===== config.mk =====
export PLATFORM = sky130hd
export DESIGN_NAME = watch_timebase
export DESIGN_NICKNAME = d
export VERILOG_FILES = /design/src/rtl/wtm_pkg.sv /design/src/rtl/wtm_edge.sv /design/src/rtl/wtm_prescale.sv /design/src/rtl/wtm_divider.sv /design/src/rtl/watch_timebase.sv
export SDC_FILE = /design/constraint.sdc
export NUM_CORES = 1
export LEC_CHECK = 0
export ABC_AREA = 1
export BUFFER_PORTS_ARGS = -buffer_cell sky130_fd_sc_hd__buf_2
export CORE_ASPECT_RATIO = 2
export CORE_MARGIN = 1.5
export CORE_UTILIZATION = 33
export CTS_BUF_LIST = sky130_fd_sc_hd__clkbuf_4
export CTS_CLUSTER_DIAMETER = 40
export DETAILED_ROUTE_END_ITERATION = 10
export HOLD_SLACK_MARGIN = 0.06
export SYNTH_ARGS = -nofsm -noshare
export SYNTH_HDL_FRONTEND = slang
export SYNTH_HIERARCHICAL = 1
export SYNTH_SLANG_ARGS = --single-unit

===== constraint.sdc =====
create_clock -name clk_i -period 4.5 [get_ports clk_i]
set_input_delay 0.9 -clock clk_i [delete_from_list [all_inputs] [get_ports clk_i]]
set_output_delay 0.9 -clock clk_i [all_outputs]
set_load 0.01 [all_outputs]

===== src/rtl/wtm_pkg.sv =====
package wtm_pkg;
  localparam int WT_DIV_W  = 14;
  localparam int WT_FAST_W = 7;
  localparam int WT_PRE_W  = 7;
  localparam int WT_BUZ    = 3;

  typedef struct packed {
    logic buz_en;
    logic fast;
    logic src_main;
    logic run;
  } wt_mode_t;

  // true when the low w bits of c are all ones (the next tick wraps them)
  function automatic logic low_bits_full(logic [WT_DIV_W-1:0] c, int unsigned w);
    logic [WT_DIV_W-1:0] m;
    m = (w >= WT_DIV_W) ? '1 : WT_DIV_W'((32'd1 << w) - 32'd1);
    return (c & m) == m;
  endfunction
endpackage


===== src/rtl/wtm_edge.sv =====
module wtm_edge #(
  parameter int N = 2
) (
  input  logic         clk_i,
  input  logic         rst_ni,
  input  logic [N-1:0] lvl_i,
  output logic [N-1:0] rise_o
);
  logic [N-1:0] prev_q;

  for (genvar i = 0; i < N; i++) begin : g_bit
    always_ff @(posedge clk_i or negedge rst_ni) begin
      if (!rst_ni) prev_q[i] <= 1'b0;
      else         prev_q[i] <= lvl_i[i];
    end
    assign rise_o[i] = lvl_i[i] & ~prev_q[i];
  end
endmodule


===== src/rtl/wtm_prescale.sv =====
module wtm_prescale #(
  parameter int PRE_W = wtm_pkg::WT_PRE_W
) (
  input  logic clk_i,
  input  logic rst_ni,
  input  logic hold_i,
  input  logic step_i,
  output logic carry_o
);
  logic [PRE_W-1:0] pre_q;

  always_ff @(posedge clk_i or negedge rst_ni) begin
    if (!rst_ni)     pre_q <= '0;
    else if (hold_i) pre_q <= '0;
    else if (step_i) pre_q <= pre_q + 1'b1;
  end

  assign carry_o = step_i & ~hold_i & (&pre_q);

  // prescaler restarts from zero while held
  assert_pre_hold_R2: assert property (@(posedge clk_i) disable iff (!rst_ni)
    hold_i |=> (pre_q == '0));
endmodule


===== src/rtl/wtm_divider.sv =====
module wtm_divider
  import wtm_pkg::*;
#(
  parameter int DIV_W  = WT_DIV_W,
  parameter int FAST_W = WT_FAST_W,
  parameter int BUZ    = WT_BUZ
) (
  input  logic clk_i,
  input  logic rst_ni,
  input  logic hold_i,
  input  logic tick_i,
  input  logic fast_i,
  output logic evt_o,
  output logic wave_o
);
  logic [DIV_W-1:0] cnt_q;
  logic             wrap_hit;

  always_ff @(posedge clk_i or negedge rst_ni) begin
    if (!rst_ni)     cnt_q <= '0;
    else if (hold_i) cnt_q <= '0;
    else if (tick_i) cnt_q <= cnt_q + 1'b1;
  end

  assign wrap_hit = low_bits_full(WT_DIV_W'(cnt_q), fast_i ? FAST_W : DIV_W);
  assign evt_o    = tick_i & ~hold_i & wrap_hit;
  assign wave_o   = cnt_q[BUZ];

  assert_hold_zero_R8: assert property (@(posedge clk_i) disable iff (!rst_ni)
    hold_i |=> (cnt_q == '0));
  assert_tick_step_R3: assert property (@(posedge clk_i) disable iff (!rst_ni)
    (!hold_i && tick_i) |=> (cnt_q == DIV_W'($past(cnt_q) + 1'b1)));
  assert_idle_stable_R9: assert property (@(posedge clk_i) disable iff (!rst_ni)
    (!hold_i && !tick_i) |=> $stable(cnt_q));
endmodule


===== src/rtl/watch_timebase.sv =====
module watch_timebase
  import wtm_pkg::*;
#(
  parameter int DIV_W  = WT_DIV_W,
  parameter int FAST_W = WT_FAST_W,
  parameter int PRE_W  = WT_PRE_W,
  parameter int BUZ    = WT_BUZ
) (
  input  logic       clk_i,
  input  logic       rst_ni,
  input  logic       sub_clk_i,
  input  logic       main_clk_i,
  input  logic       mode_we_i,
  input  logic [3:0] mode_wdata_i,
  input  logic       div_clr_i,
  input  logic       flag_clr_i,
  input  logic       port_out_mode_i,
  input  logic       port_latch_i,
  output logic       wflag_o,
  output logic       wirq_o,
  output logic       buz_pin_o,
  output logic       buz_oe_o
);
  wt_mode_t   mode_q;
  logic [1:0] rise;
  logic       hold, main_tick, fw_tick, evt, wave;
  logic       flag_q, irq_q;

  always_ff @(posedge clk_i or negedge rst_ni) begin
    if (!rst_ni)        mode_q <= '0;
    else if (mode_we_i) mode_q <= wt_mode_t'(mode_wdata_i);
  end

  wtm_edge #(.N(2)) u_edge (
    .clk_i(clk_i), .rst_ni(rst_ni),
    .lvl_i({main_clk_i, sub_clk_i}), .rise_o(rise)
  );

  assign hold = ~mode_q.run | div_clr_i;

  wtm_prescale #(.PRE_W(PRE_W)) u_pre (
    .clk_i(clk_i), .rst_ni(rst_ni), .hold_i(hold),
    .step_i(rise[1]), .carry_o(main_tick)
  );

  assign fw_tick = mode_q.src_main ? main_tick : rise[0];

  wtm_divider #(.DIV_W(DIV_W), .FAST_W(FAST_W), .BUZ(BUZ)) u_div (
    .clk_i(clk_i), .rst_ni(rst_ni), .hold_i(hold), .tick_i(fw_tick),
    .fast_i(mode_q.fast), .evt_o(evt), .wave_o(wave)
  );

  always_ff @(posedge clk_i or negedge rst_ni) begin
    if (!rst_ni) begin
      flag_q <= 1'b0;
      irq_q  <= 1'b0;
    end else begin
      flag_q <= evt | (flag_q & ~flag_clr_i);
      irq_q  <= evt;
    end
  end

  assign wflag_o   = flag_q;
  assign wirq_o    = irq_q;
  assign buz_oe_o  = port_out_mode_i;
  assign buz_pin_o = port_out_mode_i & (mode_q.buz_en ? wave : port_latch_i);

  assert_irq_sets_flag_R5: assert property (@(posedge clk_i) disable iff (!rst_ni)
    wirq_o |-> wflag_o);
  assert_irq_single_R6: assert property (@(posedge clk_i) disable iff (!rst_ni)
    wirq_o |=> !wirq_o);
  assert_flag_sticky_R5: assert property (@(posedge clk_i) disable iff (!rst_ni)
    (wflag_o && !flag_clr_i) |=> wflag_o);
  assert_stopped_quiet_R9: assert property (@(posedge clk_i) disable iff (!rst_ni)
    !mode_q.run |=> !wirq_o);
endmodule


# After elaboration in Yosys (flattened, before gate mapping)
# Index checks and enable logic that the tools add are counted.
# classes
addsub	3
muxes	8
reduce_logical	3
n_shift	1
n_eq_ne	1
bitwise_logic	16
order_cmp	1
# ops
cell	n
14-bit two-way mux	3
32-bit by 4-bit greater-or-equal comparator with 1-bit output, second input constant	1
1-bit by 32-bit << shifter with 14-bit output, first input constant	1
14-bit by 1-bit adder with 14-bit output, second input constant	1
14-bit AND	1
14-bit == test	1
7-bit two-way mux	2
14-bit by 1-bit subtractor with 14-bit output, second input constant	1
1-bit AND	8
7-bit by 1-bit adder with 7-bit output, second input constant	1
7-bit AND reduction	1
1-bit NOT	5
4-bit two-way mux	1
2-bit nonzero test	2
1-bit two-way mux	2
1-bit bitwise OR	2
# word_totals
output_inout_bits	4
in_bits	13
reg_bits	29
wordCells	43

# Logic depth before layout (Yosys ltp)
# logic_depth
depth_word	9
mapped_depth	15

# Cells and area by module
# The synthesis kept the hierarchy.
# modules_own_cells
mod	seq_area_each_um2	area_per_inst_um2	cells_each	instances
wtm_divider	350.3	825.8	104	1
wtm_prescale	175.2	352.8	47	1
watch_timebase	150.1	255.2	30	1
wtm_edge	50.0	70.1	6	1

# Least setup slack after synthesis
# Ideal clock, no wire load.
# synth_timing
path_kind	in2reg
startpoint	input port main_clk_i
endpoint	register u_div.cnt_q[13]
arrival_ps	2207
slack_ps	2176
setup_ps	117
stages	15
path_cell_list	inv_1 > nor2_2 > nand3_1 > inv_1 > nand3_1 > nor2_1 > nand2_1 > nand2_1 > nand2_2 > nor2_4 > nand2_4 > nor2_8 > nand3_2 > nand2_1 > nor2_2
# synth_between
elab_chain_len	5
# synth_rtl
element	line	source
from (decl)	watch_timebase.sv:12	input logic main_clk_i,
1-bit AND	wtm_edge.sv:16	assign rise_o[i] = lvl_i[i] & ~prev_q[i];
named net rise[1]	watch_timebase.sv:25	logic [1:0] rise;
1-bit AND (2 in series)	wtm_prescale.sv:18	assign carry_o = step_i & ~hold_i & (&pre_q);
named net main_tick	watch_timebase.sv:26	logic hold, main_tick, fw_tick, evt, wave;
1-bit two-way mux	watch_timebase.sv:46	assign fw_tick = mode_q.src_main ? main_tick : rise[0];
named net fw_tick	watch_timebase.sv:26	
2-bit nonzero test (no line)	n/a	
to (signal assigned)	wtm_divider.sv:22	else if (tick_i) cnt_q <= cnt_q + 1'b1;
to (decl)	wtm_divider.sv:16	logic [DIV_W-1:0] cnt_q;
# The timed path passes the listed nets, and every way through them passes these cells.
# A chain may end at the register's enable or synchronous reset.

# Final worst setup path
# layout_timing
startpoint	input port main_clk_i
endpoint	register u_div.cnt_q[5]
# Same word-level chain as after synthesis.

==> flow_metrics.tcl <==
set metrics [dict create \
    final-hold-violation-count 0 \
    cts-htree-levels 2 \
    avgSynthCellArea_um2 8.04 \
    rows 34 \
    cts_tree "yes" \
    power_density_nw_per_um2 265 \
    slowest_stage "nor2_4" \
    initial_core_util 0.343 \
    seq_area_frac_synth 0.483 \
    dp_hpwl_um 2430 \
    coreArea_um2 4380 \
    drt_wl_total_um 3150 \
    cts_made_buffers 5 \
    cp_data_required_time_ns 4.70 \
    post_cts_resized 0 \
    crit_buf_inv 3 \
    ys_types 28 \
    gr-total-overflow 0 \
    drv_slew 0 \
    slew_headroom 0.568 \
    tightest_slew_ns 0.648 \
    drive_gt1_frac 0.172 \
    crit_arrival_ns 2.46 \
    cts.sinks 29 \
    grt.total_usage 0.150 \
    gp_congestion 0.745 \
    wl_per_cell_um 11.9 \
    yosysWarningCount 6 \
    cp-start-kind "primary input" \
    clock_skew_ns 0.00769 \
    path_clk_slew_ns 0.09 \
    cts_root_buf "clkbuf_4" \
    cp_cell_sequence "buf_2, inv_1, nor2_2, nand3_1, inv_1, nand3_1, nor2_1, nand2_1, nand2_1, nand2_2, nor2_4, nand2_4, nor2_1, nor3_1" \
    fmax_mhz 442 \
    cap_violations 0 \
    path_max_fanout 6 \
    cts_setup_buffers 0 \
    period_share 0.503 \
    slowest_delay_ns 0.19 \
    nNetsFinal 225 \
    max-clock-path-buffers 2 \
    antenna_found_initial 1 \
    ir_drop_uv 123 \
    path_delay_family "simple AND/OR/NAND/NOR gates" \
    finalSetupTns_ns 0 \
    whs_ns 0.512 \
    hp-class "register to register" \
    clk_latency_ns 0.32 \
    grt_max_degree 30 \
    grt_pass1_vias 1177 \
    vias 1215 \
    grt_pass1_wl_um 5420 \
    die-area_um2 5000 \
    vias_per_cell 4.60 \
    ys_ff_latch 29 \
    syn_to_final_growth_pct 12.7 \
    endpoint_kind "register" \
    die_h_um 98.5 \
    power.leakage_nw 0.902 \
    status "complete, no violations" \
    syn_inst 187 \
    drt_first_iter_violations 13 \
    die_w_um 50.7 \
    syn-cell-area_um2 1500 \
    io_buffers 16 \
    reg2reg_setup_slack_ns 2.53 \
    rsz0062_at_grt "no" \
    route.detailed.drc 0 \
    timing.final.crit_period_ns 2.26 \
    hold_buffers 0 \
    io_pins 17 \
    finalSetupViolations 0 \
    syn-num-nets 203 \
    firstDrtPassIters 4 \
    ant_nets 0 \
    critPathKind "primary input to register" \
]
-- per-stage QoR --
stage | cell area, um^2 | setup slack [ns] | util | total power [mW] | std cells
5_1_grt | 1700 | 2.11 | 0.387 | 0.475 | 264
2_1_floorplan | 1500 | 2.18 | - | 0.288 | 187
6_report | 1700 | 2.24 | 0.387 | 0.449 | 264
4_1_cts | 1690 | 2.23 | 0.386 | 0.458 | 263
3_3_place_gp | 1640 | 1.92 | 0.375 | 0.305 | 256
3_5_place_dp | 1640 | 1.88 | 0.375 | 0.306 | 256
-- worst register-to-register path, cell delays in order, from the launching register on --
cell	delay [ns]
dfrtp_1	0.39
nor2_2	0.21
nand3_1	0.13
inv_1	0.11
nand3_1	0.09
nor2_1	0.09
nand2_1	0.05
nand2_1	0.14
nand2_2	0.09
nor2_4	0.19
nand2_4	0.10
nor2_1	0.19
nor3_1	0.08
-- sequential cells by signal, indices dropped and copies added, names as in the netlist --
register       flops
mode_q             4
u_div/cnt_q       14
u_edge/prev_q      2
u_pre/pre_q        7
wflag_o            1
wirq_o             1
-- area by class of cell --
type	count	area, um^2
inverter	31	116
fill	456	2690
sequential	29	726
antenna	1	2.50
clock buffer	6	45.0
multi-input combinational	126	654
timing repair buffer	16	80.1
clock inverter	1	3.75
tap	54	67.6
-- Yosys cell counts (all sizes together) --
cell type	instances	area, um^2
nor3	4	31.3
or2	1	6.26
a31oi	2	12.5
inv	30	113
o21ai	12	60.1
buf	1	7.51
nand4	3	18.8
nand2	48	190
nor3b	1	7.51
ha	3	37.5
nor2	31	158
a21oi	10	57.6
o21bai	1	7.51
mux2	1	11.3
nand3b	1	7.51
nand3	7	40.0
a22o	1	8.76
dfrtp	29	726
clkinv	1	3.75
-- where the power goes --
| part | leakage (nW) | total, mW | internal, mW | switching, mW |
|---|---|---|---|---|
| logic | 0.480 | 0.0311 | 0.0102 | 0.0209 |
| registers | 0.393 | 0.268 | 0.265 | 0.00313 |
| clock network | 0.0292 | 0.150 | 0.0626 | 0.0869 |
-- cell families after synthesis --
| kind of cell | synth area share |
|---|---|
| muxes | 0.00749 |
| buffers and inverters | 0.0824 |
| and+or+nand+nor | 0.305 |
| adders and majority gates | 0.0250 |
| AOI/OAI and AO/OA | 0.0973 |
| DFF | 0.483 |
-- layout by cell type (no fill, tap or decap) --
cell type / Yosys / layout
nor2_4: 2 / 2
dfrtp_1: 29 / 29
diode_2: 0 / 1
nand2_4: 1 / 1
nor3b_1: 1 / 1
nor2_8: 1 / 1
nor2_1: 24 / 24
ha_1: 3 / 3
a31oi_1: 2 / 2
nor3_4: 1 / 1
a21oi_1: 8 / 8
a22o_1: 1 / 1
nor2_2: 4 / 4
o21ai_1: 1 / 1
a21oi_2: 2 / 2
nand3_2: 1 / 1
nand2_1: 46 / 46
nand3b_1: 1 / 1
clkinv_1: 1 / 2
or2_1: 1 / 1
o21ai_0: 11 / 11
o21bai_1: 1 / 1
nand4_1: 3 / 3
nor3_1: 3 / 3
buf_2: 0 / 16
inv_1: 30 / 30
nand3_1: 6 / 6
nand2_2: 1 / 1
clkbuf_4: 0 / 6
mux2_2: 1 / 1
-- worst paths after layout --
kind,to,startpoint,cells after the start
setup reg to reg,u_div/cnt_q[5]$_DFFE_PN0P_,u_edge/prev_q[1]$_DFF_PN0_,12
hold reg to reg,wflag_o$_DFF_PN0_,wflag_o$_DFF_PN0_,2
setup / recovery,u_div/cnt_q[5]$_DFFE_PN0P_,main_clk_i,14
max in group asynchronous,u_pre/pre_q[0]$_DFFE_PN0P_,rst_ni,1
min in group asynchronous,mode_q[0]$_DFFE_PN0P_,rst_ni,1
hold / removal,wflag_o$_DFF_PN0_,wflag_o$_DFF_PN0_,2
-- routing by layer --
| layer | global-route usage | wire, um | vias to the layer above |
|---|---|---|---|
| li1 | - | - | 630 |
| met1 | 0.140 | 1180 | 566 |
| met2 | 0.276 | 1800 | 12 |
| met3 | 0.0348 | 60 | 7 |
| met4 | 0.0998 | 106 | 0 |
| met5 | 0 | 0 | - |
(Power assumes the default switching activity.)
